<file path="src/rtl/brd_pkg.sv">
package brd_pkg;
  localparam int M_W           = 4;
  localparam int N_W           = 3;
  localparam int CODE_W        = M_W + N_W;
  localparam int NCAND         = 1 << CODE_W;
  localparam int PER_W         = M_W + (1 << N_W) + 1;
  localparam int DEN_W         = PER_W + 4;
  localparam int TICKS_PER_BIT = 10;
  localparam logic [CODE_W-1:0] CODE_RST = 7'h44;

  typedef logic [CODE_W-1:0] code_t;
  typedef enum logic [1:0] {SR_IDLE, SR_LAUNCH, SR_WAIT} srch_st_e;

  // tick period in system clocks for a rate code {m, n}
  function automatic logic [PER_W-1:0] period_of(code_t c, logic pow_one);
    int p;
    p = (int'(c[CODE_W-1:N_W]) + 1) << (int'(c[N_W-1:0]) + int'(pow_one));
    return p[PER_W-1:0];
  endfunction

  // clocks per SCL bit
  function automatic logic [DEN_W-1:0] divisor_of(code_t c, logic pow_one);
    int d;
    d = TICKS_PER_BIT * int'(period_of(c, pow_one));
    return d[DEN_W-1:0];
  endfunction

  // visit index: n in the high bits (outer), m in the low bits (inner)
  function automatic code_t code_of_index(code_t idx);
    return {idx[M_W-1:0], idx[CODE_W-1:M_W]};
  endfunction
endpackage

</file>
<file path="src/rtl/brd_tick_gen.sv">
module brd_tick_gen
  import brd_pkg::*;
#(
  parameter bit POW_ONE = 1'b1
) (
  input  logic  clk,
  input  logic  rst_n,
  input  logic  restart,
  input  code_t code,
  output logic  tick
);
  localparam logic [PER_W-1:0] RST_LOAD = period_of(CODE_RST, POW_ONE) - 1'b1;

  logic [PER_W-1:0] cnt;

  assign tick = (cnt == '0);

  // reload only at a tick: a new code applies from the next boundary
  always_ff @(posedge clk or negedge rst_n) begin
    if (!rst_n)       cnt <= RST_LOAD;
    else if (restart) cnt <= RST_LOAD;
    else if (tick)    cnt <= period_of(code, POW_ONE) - 1'b1;
    else              cnt <= cnt - 1'b1;
  end
endmodule

</file>
<file path="src/rtl/brd_seq_div.sv">
module brd_seq_div #(
  parameter int DVD_W = 32,
  parameter int DSR_W = 17
) (
  input  logic             clk,
  input  logic             rst_n,
  input  logic             clear,
  input  logic             start,
  input  logic [DVD_W-1:0] dvd,
  input  logic [DSR_W-1:0] dsr,
  output logic             done,
  output logic [DVD_W-1:0] quo
);
  localparam int STEP_W = $clog2(DVD_W + 1);

  logic [DSR_W-1:0]  rem;
  logic [DSR_W-1:0]  dsr_q;
  logic [STEP_W-1:0] left;
  logic [DSR_W:0]    trial;
  logic              fits;

  assign trial = {rem, quo[DVD_W-1]};
  assign fits  = (trial >= {1'b0, dsr_q});

  // restoring division: one quotient bit per clock
  always_ff @(posedge clk or negedge rst_n) begin
    if (!rst_n) begin
      rem   <= '0;
      quo   <= '0;
      dsr_q <= '0;
      left  <= '0;
      done  <= 1'b0;
    end else begin
      done <= 1'b0;
      if (clear) begin
        left <= '0;
      end else if (start) begin
        rem   <= '0;
        quo   <= dvd;
        dsr_q <= dsr;
        left  <= STEP_W'(DVD_W);
      end else if (left != '0) begin
        rem  <= fits ? DSR_W'(trial - {1'b0, dsr_q}) : trial[DSR_W-1:0];
        quo  <= {quo[DVD_W-2:0], fits};
        left <= left - 1'b1;
        done <= (left == STEP_W'(1));
      end
    end
  end
endmodule

</file>
<file path="src/rtl/brd_fit_search.sv">
module brd_fit_search
  import brd_pkg::*;
#(
  parameter int FREQ_W  = 32,
  parameter bit POW_ONE = 1'b1
) (
  input  logic              clk,
  input  logic              rst_n,
  input  logic              clear,
  input  logic              go,
  input  logic [FREQ_W-1:0] req_hz,
  input  logic [FREQ_W-1:0] sys_hz,
  output logic              busy,
  output logic              done,
  output code_t             fit_code,
  output logic [FREQ_W-1:0] fit_hz,
  output logic [FREQ_W-1:0] lim_hz
);
  srch_st_e          st;
  code_t             idx;
  logic [FREQ_W-1:0] req_q, sys_q, best_hz, cand_hz;
  code_t             best_code;
  logic [DEN_W-1:0]  cand_div;
  logic              div_start, div_done, take, last;

  assign div_start = (st == SR_LAUNCH);
  assign cand_div  = divisor_of(code_of_index(idx), POW_ONE);
  assign last      = (idx == code_t'(NCAND - 1));
  // strict improvement: an equal rate found later never replaces the earlier one
  assign take      = div_done && (cand_hz <= req_q) && (cand_hz > best_hz);
  assign busy      = (st != SR_IDLE);
  assign fit_code  = best_code;
  assign fit_hz    = best_hz;
  assign lim_hz    = req_q;

  brd_seq_div #(.DVD_W(FREQ_W), .DSR_W(DEN_W)) u_div (
    .clk   (clk),
    .rst_n (rst_n),
    .clear (clear),
    .start (div_start),
    .dvd   (sys_q),
    .dsr   (cand_div),
    .done  (div_done),
    .quo   (cand_hz)
  );

  always_ff @(posedge clk or negedge rst_n) begin
    if (!rst_n) begin
      st        <= SR_IDLE;
      idx       <= '0;
      req_q     <= '0;
      sys_q     <= '0;
      best_hz   <= '0;
      best_code <= CODE_RST;
      done      <= 1'b0;
    end else begin
      done <= 1'b0;
      if (clear) begin
        st <= SR_IDLE;
      end else begin
        case (st)
          SR_IDLE: if (go) begin
            req_q     <= req_hz;
            sys_q     <= sys_hz;
            idx       <= '0;
            best_hz   <= '0;
            best_code <= CODE_RST;
            st        <= SR_LAUNCH;
          end
          SR_LAUNCH: st <= SR_WAIT;
          SR_WAIT: if (div_done) begin
            if (take) begin
              best_hz   <= cand_hz;
              best_code <= code_of_index(idx);
            end
            if (last) begin
              st   <= SR_IDLE;
              done <= 1'b1;
            end else begin
              idx <= idx + 1'b1;
              st  <= SR_LAUNCH;
            end
          end
          default: st <= SR_IDLE;
        endcase
      end
    end
  end
endmodule

</file>
<file path="src/rtl/brd_rate_gen.sv">
module brd_rate_gen
  import brd_pkg::*;
#(
  parameter int FREQ_W  = 32,
  parameter bit POW_ONE = 1'b1
) (
  input  logic              clk,
  input  logic              rst_n,
  input  logic              soft_rst,
  input  logic              baud_we,
  input  logic [6:0]        baud_wdata,
  input  logic              srch_go,
  input  logic [FREQ_W-1:0] srch_req_hz,
  input  logic [FREQ_W-1:0] srch_sys_hz,
  output logic              srch_busy,
  output logic              srch_done,
  output logic [6:0]        baud_code,
  output logic              tick
);
  code_t             baud_q;
  code_t             fit_code;
  logic [FREQ_W-1:0] fit_hz;
  logic [FREQ_W-1:0] lim_hz;

  brd_fit_search #(.FREQ_W(FREQ_W), .POW_ONE(POW_ONE)) u_search (
    .clk      (clk),
    .rst_n    (rst_n),
    .clear    (soft_rst),
    .go       (srch_go),
    .req_hz   (srch_req_hz),
    .sys_hz   (srch_sys_hz),
    .busy     (srch_busy),
    .done     (srch_done),
    .fit_code (fit_code),
    .fit_hz   (fit_hz),
    .lim_hz   (lim_hz)
  );

  brd_tick_gen #(.POW_ONE(POW_ONE)) u_tick (
    .clk     (clk),
    .rst_n   (rst_n),
    .restart (soft_rst),
    .code    (baud_q),
    .tick    (tick)
  );

  // priority: soft reset, then direct write, then search commit
  always_ff @(posedge clk or negedge rst_n) begin
    if (!rst_n)         baud_q <= CODE_RST;
    else if (soft_rst)  baud_q <= CODE_RST;
    else if (baud_we)   baud_q <= baud_wdata;
    else if (srch_done) baud_q <= fit_code;
  end

  assign baud_code = baud_q;
endmodule

</file>
<file path="config.mk">
export PLATFORM = sky130hd
export DESIGN_NAME = brd_rate_gen
export DESIGN_NICKNAME = d
export VERILOG_FILES = /design/src/rtl/brd_pkg.sv /design/src/rtl/brd_tick_gen.sv /design/src/rtl/brd_seq_div.sv /design/src/rtl/brd_fit_search.sv /design/src/rtl/brd_rate_gen.sv
export SDC_FILE = /design/constraint.sdc
export NUM_CORES = 1
export LEC_CHECK = 0
export ABC_AREA = 1
export BUFFER_PORTS_ARGS = -buffer_cell sky130_fd_sc_hd__buf_2
export CORE_MARGIN = 2
export CORE_UTILIZATION = 50
export DETAILED_ROUTE_END_ITERATION = 12
export PLACE_DENSITY = 0.68
export SLEW_MARGIN = 40
export SYNTH_ARGS = -nofsm -noshare
export SYNTH_HDL_FRONTEND = slang
export SYNTH_SLANG_ARGS = --single-unit
</file>
<file path="constraint.sdc">
create_clock -name clk -period 3.7 [get_ports clk]
set_input_delay 0.74 -clock clk [delete_from_list [all_inputs] [get_ports clk]]
set_output_delay 0.74 -clock clk [all_outputs]
set_load 0.005 [all_outputs]
</file>
# ---- After elaboration in Yosys (flattened, before gate mapping)
# Index checks and enable logic that the tools add are counted.
dict set report totals {
  ff_bits 205
  in_bits 76
  out_inout_bits 10
}
dict set report classes {
  n_addsub 9
  mul 1
  order_cmp 3
  n_eq_ne 10
  shifts 2
  mux 37
  bitwise_logic 1
  n_reduce_logical 16
}
# operator count
set op_table {}
lappend op_table {{two-way mux 32 bit} 5}
lappend op_table {{case mux 32 bit (2 select lines)} 1}
lappend op_table {{left shift 32 x 32 -> 13 bit} 2}
lappend op_table {{two-way mux 7 bit} 9}
lappend op_table {{two-way mux 17 bit} 3}
lappend op_table {{> comparator 32 bit} 1}
lappend op_table {{<= comparator 32 bit} 1}
lappend op_table {{case mux 7 bit (2 select lines)} 2}
lappend op_table {{two-way mux 13 bit} 2}
lappend op_table {{subtractor 13 x 1 -> 13 bit, second input constant} 2}
lappend op_table {{>= comparator 18 x 17 -> 1 bit} 1}
lappend op_table {{two-way mux 6 bit} 3}
lappend op_table {{subtractor 17 bit} 1}
lappend op_table {{multiplier 3 x 13 -> 16 bit, first input constant} 1}
lappend op_table {{logical NOT 13 bit} 1}
lappend op_table {{adder 4 x 1 -> 5 bit, second input constant} 2}
lappend op_table {{AND reduction 5 bit} 2}
lappend op_table {{adder 3 x 1 -> 4 bit, second input constant} 2}
lappend op_table {{two-way mux 1 bit} 8}
lappend op_table {{adder 7 x 1 -> 7 bit, second input constant} 1}
lappend op_table {{equality test 7 bit, second input constant} 1}
lappend op_table {{equality test 6 x 1 -> 1 bit, second input constant} 1}
lappend op_table {{two-way mux 2 bit} 3}
lappend op_table {{!= test 2 bit, second input constant} 3}
lappend op_table {{other kinds (14)} 21}

# ---- Depth between registers and ports, before layout
dict set report depth {
  ltp_word 6
  mapped_depth 24
}

# ---- Cells and area by module
# A second synthesis with hierarchy kept.
dict set report unflattened {
  cells_unflattened 1876
  area_unflattened_um2 13631.8
}
# module n_inst cells_each area_each_um2
set modules_own_cells {}
lappend modules_own_cells {brd_fit_search 1 971 7248.2}
lappend modules_own_cells {brd_seq_div 1 620 4576.9}
lappend modules_own_cells {brd_tick_gen 1 229 1407.6}
lappend modules_own_cells {brd_rate_gen 1 56 399.1}

# ---- Worst setup path after synthesis
# Ideal clock, no wire load.
dict set report synth_timing {
  kind {register to register}
  from {register u_search.idx[5]}
  to {register u_search.u_div.dsr_q[16]}
  setup_ns 0.131
  arrival_ns 3.163
  required_ns 3.569
  path_slack_ns 0.406
  path_stages_with_launch 22
  synth_period_minus_slack_ns 3.294
  cell_sequence {dfrtp_1 ha_1 clkbuf_1 inv_1 nand2_1 o21ai_0 or2_2 xor2_1 ha_1 fa_1 nand2_1 a21oi_1 o21ai_0 nand2_1 nand2_1 nand2_1 nand2_1 nand2_1 nand2_1 nand2_1 a21oi_1 o22ai_1}
}
dict set report synth_via {
  elab_chain_cells 3
}
# item line
set synth_rtl {}
lappend synth_rtl {{start: declaration} brd_fit_search.sv:20} ;# code_t idx;
lappend synth_rtl {{start signal: assignment} brd_fit_search.sv:80} ;# idx <= idx + 1'b1;
lappend synth_rtl {{adder 3 x 1 -> 4 bit} brd_pkg.sv:17} ;# p = (int'(c[CODE_W-1:N_W]) + 1) << (int'(c[N_W-1:0]) + int'(pow_one));
lappend synth_rtl {{left shift 32 x 32 -> 13 bit} brd_pkg.sv:17}
lappend synth_rtl {{multiplier 3 x 13 -> 16 bit} brd_pkg.sv:24} ;# d = TICKS_PER_BIT * int'(period_of(c, pow_one));
lappend synth_rtl {{end signal: assignment} brd_seq_div.sv:40} ;# dsr_q <= dsr;
lappend synth_rtl {{end: declaration} brd_seq_div.sv:17} ;# logic [DSR_W-1:0] dsr_q;
# No other way between the ends.
# A chain may end at the register's enable or synchronous reset.

# ---- Worst setup path in the final report
dict set report layout_timing {
  from {register u_search.idx[4]}
  to {register u_search.u_div.dsr_q[16]}
}
# The elaborated chain is that of the path after synthesis.

==> results by group <==
Timing
  – Max-slew violations: 0
  – Tightest Pin Transition: 0.7329 ns
  – Total Neg Setup Slack: 0 ns
  – Max Freq: 0.2879 GHz
  – Tcrit/Tclk final: 93.89%
  – Slew HR: 51.14%
  – RSZ-0062 raised after global routing: yes
  – Hold Fails Final Rpt: 0
  – Final Hold Slack: 0.07576 ns
  – Max Clock Skew: 0.009233 ns
  – Min Tclk post-route: 3.474 ns
  – Final setup fails: 0

Layout
  – Share of layout cells above drive strength 1: 11.93%
  – Design area: 0.01444 mm2
  – Nets: 1936
  – Area growth from synthesis to layout: 13.13%
  – Antenna cells: 0

GRT
  – Vias in the first global route: 10772
  – Gr usage total: 23.01%
  – Remaining Overflow, GRT: 0
  – Largest net degree at the start of global routing: 100
  – First-pass GRT wire length: 51450 um
  – Initial antenna violation count: 0

Drt
  – DRC: 0
  – Via count: 11021
  – Drt via density: 5.251
  – DRT Pass-1 Iters: 5
  – ANT nets after route: 0
  – WL/cell: 14.02 um
  – DR iter-0 viols: 837
  – DRT Wirelength: 29420 um

Logic synthesis
  – Cells after Synth: 1675
  – Avg Cell Area, Syn: 7.622 um2
  – Post-synth top flop: dfrtp_1
  – Ranking of synthesized cells by area: dfrtp_1, nand2_1, ha_1
  – Cell taking the most area after synthesis: dfrtp_1
  – Commonest cells in the netlist: nand2_1, inv_1, dfrtp_1
  – Mapped Area: 0.01277 mm2
  – Area share of the largest cell type after synthesis: 38.22%
  – Sequential area share after synthesis: 40.28%
  – Synth Register Bits: 205
  – EDFF count, synth: 0
  – YS warnings: 0
  – Syn Nets: 1861
  – Netlist cell types: 54
  – Top-count cell post-synth: nand2_1
  – Async S/R FF share, synth: 100.0%

Placed design
  – Placer Congestion: 0.8666
  – Dpl cell area: 0.01352 mm2
  – DP Wirelength: 20550 um
  – IO Port Bufs: 85

Clocking
  – Worst skew pair latency: 0.54 ns
  – Clk pin slew, worst setup/hold paths: 0.06 ns
  – H-tree depth: 1
  – CTS Buf Count: 25
  – Num Clock Sinks: 205
  – CTS tree: done
  – CTS root buffer: clkbuf_16
  – Clk buf depth: 3

Power
  – Maximum VDD drop: 393.3 uV
  – Power Total: 9.620 mW
  – Leakage power: 7.213 nW
  – Pwr dens: 666.0 mW/mm2

Setup path
  – Crit-path max FO: 5
  – Worst Path Arrival: 3.89 ns
  – Worst path cell trace: ha_1, ha_1, inv_1, nand2_1, or2_4, xor2_1, ha_1, fa_1, nand2_1, a21oi_1, o21ai_1, nand2_1, nand2_1, nand2_1, nand2_1, nand2_1, nand2_1, nand2_1, a21oi_1, o22ai_1
  – Worst R2R Start: u_search.idx[4]
  – Crit path launch: u_search.idx[4]
  – Critical Path RT: 4.11 ns
  – Slowest CP cell: dfrtp_1
  – Worst path max stage delay: 0.39 ns
  – Critical Path Start Type: flop
  – Most common cell on crit path: nand2_1
  – Crit path kind: reg -> reg
  – Setup crit end kind: flop

Die
  – Die X: 163.8 um
  – Die height: 163.8 um
  – Row count: 58
  – I/O Pins: 86
  – Starting density of the core: 50.85%
  – Core area: 0.02511 mm2
  – Die area: 0.02683 mm2

Status
  – Status: completed

Hold path
  – HP Class: in -> async

Run
  – Max cap viols: 0
[cells in the final DEF (no fill, tap or decap), drive strengths merged, types with 3 or more instances in the layout]
cell	count
a21oi	83
a21o	4
nand4	21
clkinv	7
o32ai	4
buf	105
nand3	99
xor2	14
nand2	434
o22ai	14
o21a	3
clkbuf	38
nor4	4
inv	225
ha	108
dfstp	10
nor2	149
dfrtp	195
or2	10
o21ai	163
xnor2	8
o211ai	39
nor3	11
[final cells by class]
cell class	count	area [um2]
clock buffer	37	720.7
sequential	205	5142
multi-input combinational	1185	6545
tap	330	412.9
timing repair buffer	106	649.4
clock inverter	9	115.1
inverter	227	858.3
fill	2382	10670
[kinds of logic (layout without fill, tap and decap cells)]
| group | after synthesis | count (layout) | share of synthesized area [%] |
|---|---|---|---|
| AOI/OAI and AO/OA | 318 | 318 | 13.97 |
| xor gates and xnor gates | 22 | 22 | 1.509 |
| adders and majority gates | 110 | 110 | 10.90 |
| buffers and inverters | 285 | 379 | 8.830 |
| DFF | 205 | 205 | 40.28 |
| muxes | 1 | 1 | 0.07840 |
| and+or+nand+nor | 734 | 734 | 24.43 |
[state kept, by name, summed over array words and instances (netlist names), 7 cells and up]
register              cells
baud_code                 7
u_search.fit_hz          32
u_search.idx              7
u_search.u_div.quo       32
u_search.sys_q           32
u_search.lim_hz          32
u_search.u_div.rem       17
u_tick.cnt               13
u_search.fit_code         7
u_search.u_div.dsr_q     16
[report_power, final]
| part | switching (mW) | internal (mW) |
|---|---|---|
| logic | 2.44 | 1.49 |
| registers | 0.415 | 2.80 |
| clock network | 0.988 | 1.49 |
| total | 3.84 | 5.78 |
[worst max-delay path, delay by kind of cell (launching register included)]
family                   cells  cell delay (ns)
XOR/XNOR                     1             0.15
buffers and inverters        1             0.15
flip-flops                   1             0.39
adder cells (fa/ha/maj)      4             1.21
AO/OA/AOI/OAI                4             0.49
AND/OR/NAND/NOR             10             0.98
[layer usage]
layer	GRT usage (%)	routed length, um	up-vias
met5	0	0	-
met4	4.545	478	0
met3	2.601	1207	39
met2	38.29	13440	200
met1	32.65	14300	5161
li1	-	-	5621
[path summary, 6_finish.rpt]
check                                            to  slack [ns]  depth (start not counted)
min in group clk                 u_search.sys_q[22]        0.41                          3
max                        u_search.u_div.dsr_q[16]        0.23                         20
min reg2reg                     u_search.fit_hz[25]        0.47                          2
max in group asynchronous             u_tick.cnt[8]        2.59                          3
max reg2reg                u_search.u_div.dsr_q[16]        0.23                         20
min                             u_search.lim_hz[23]        0.08                          1
[what timing repair did]
item                       4_1_cts  5_1_grt
hold buffers                     0        0
gates cloned                     0        0
setup endpoints to repair        1        6
setup buffers                    0        3
pin swaps                        0        3
gates resized for setup          1       12
[per-stage QoR]
step | instances | setup WS, ns | utilization [%]
6_report | 2099 | 0.2261 | 57.52
5_1_grt | 2099 | -0.05149 | 57.52
4_1_cts | 2095 | 0.04215 | 57.16
3_5_place_dp | 2049 | 0.0007607 | 53.83
3_3_place_gp | 2049 | 0.1709 | 53.83
2_1_floorplan | 1675 | 0.4062 | -
Power figures use the tool's default switching activity.
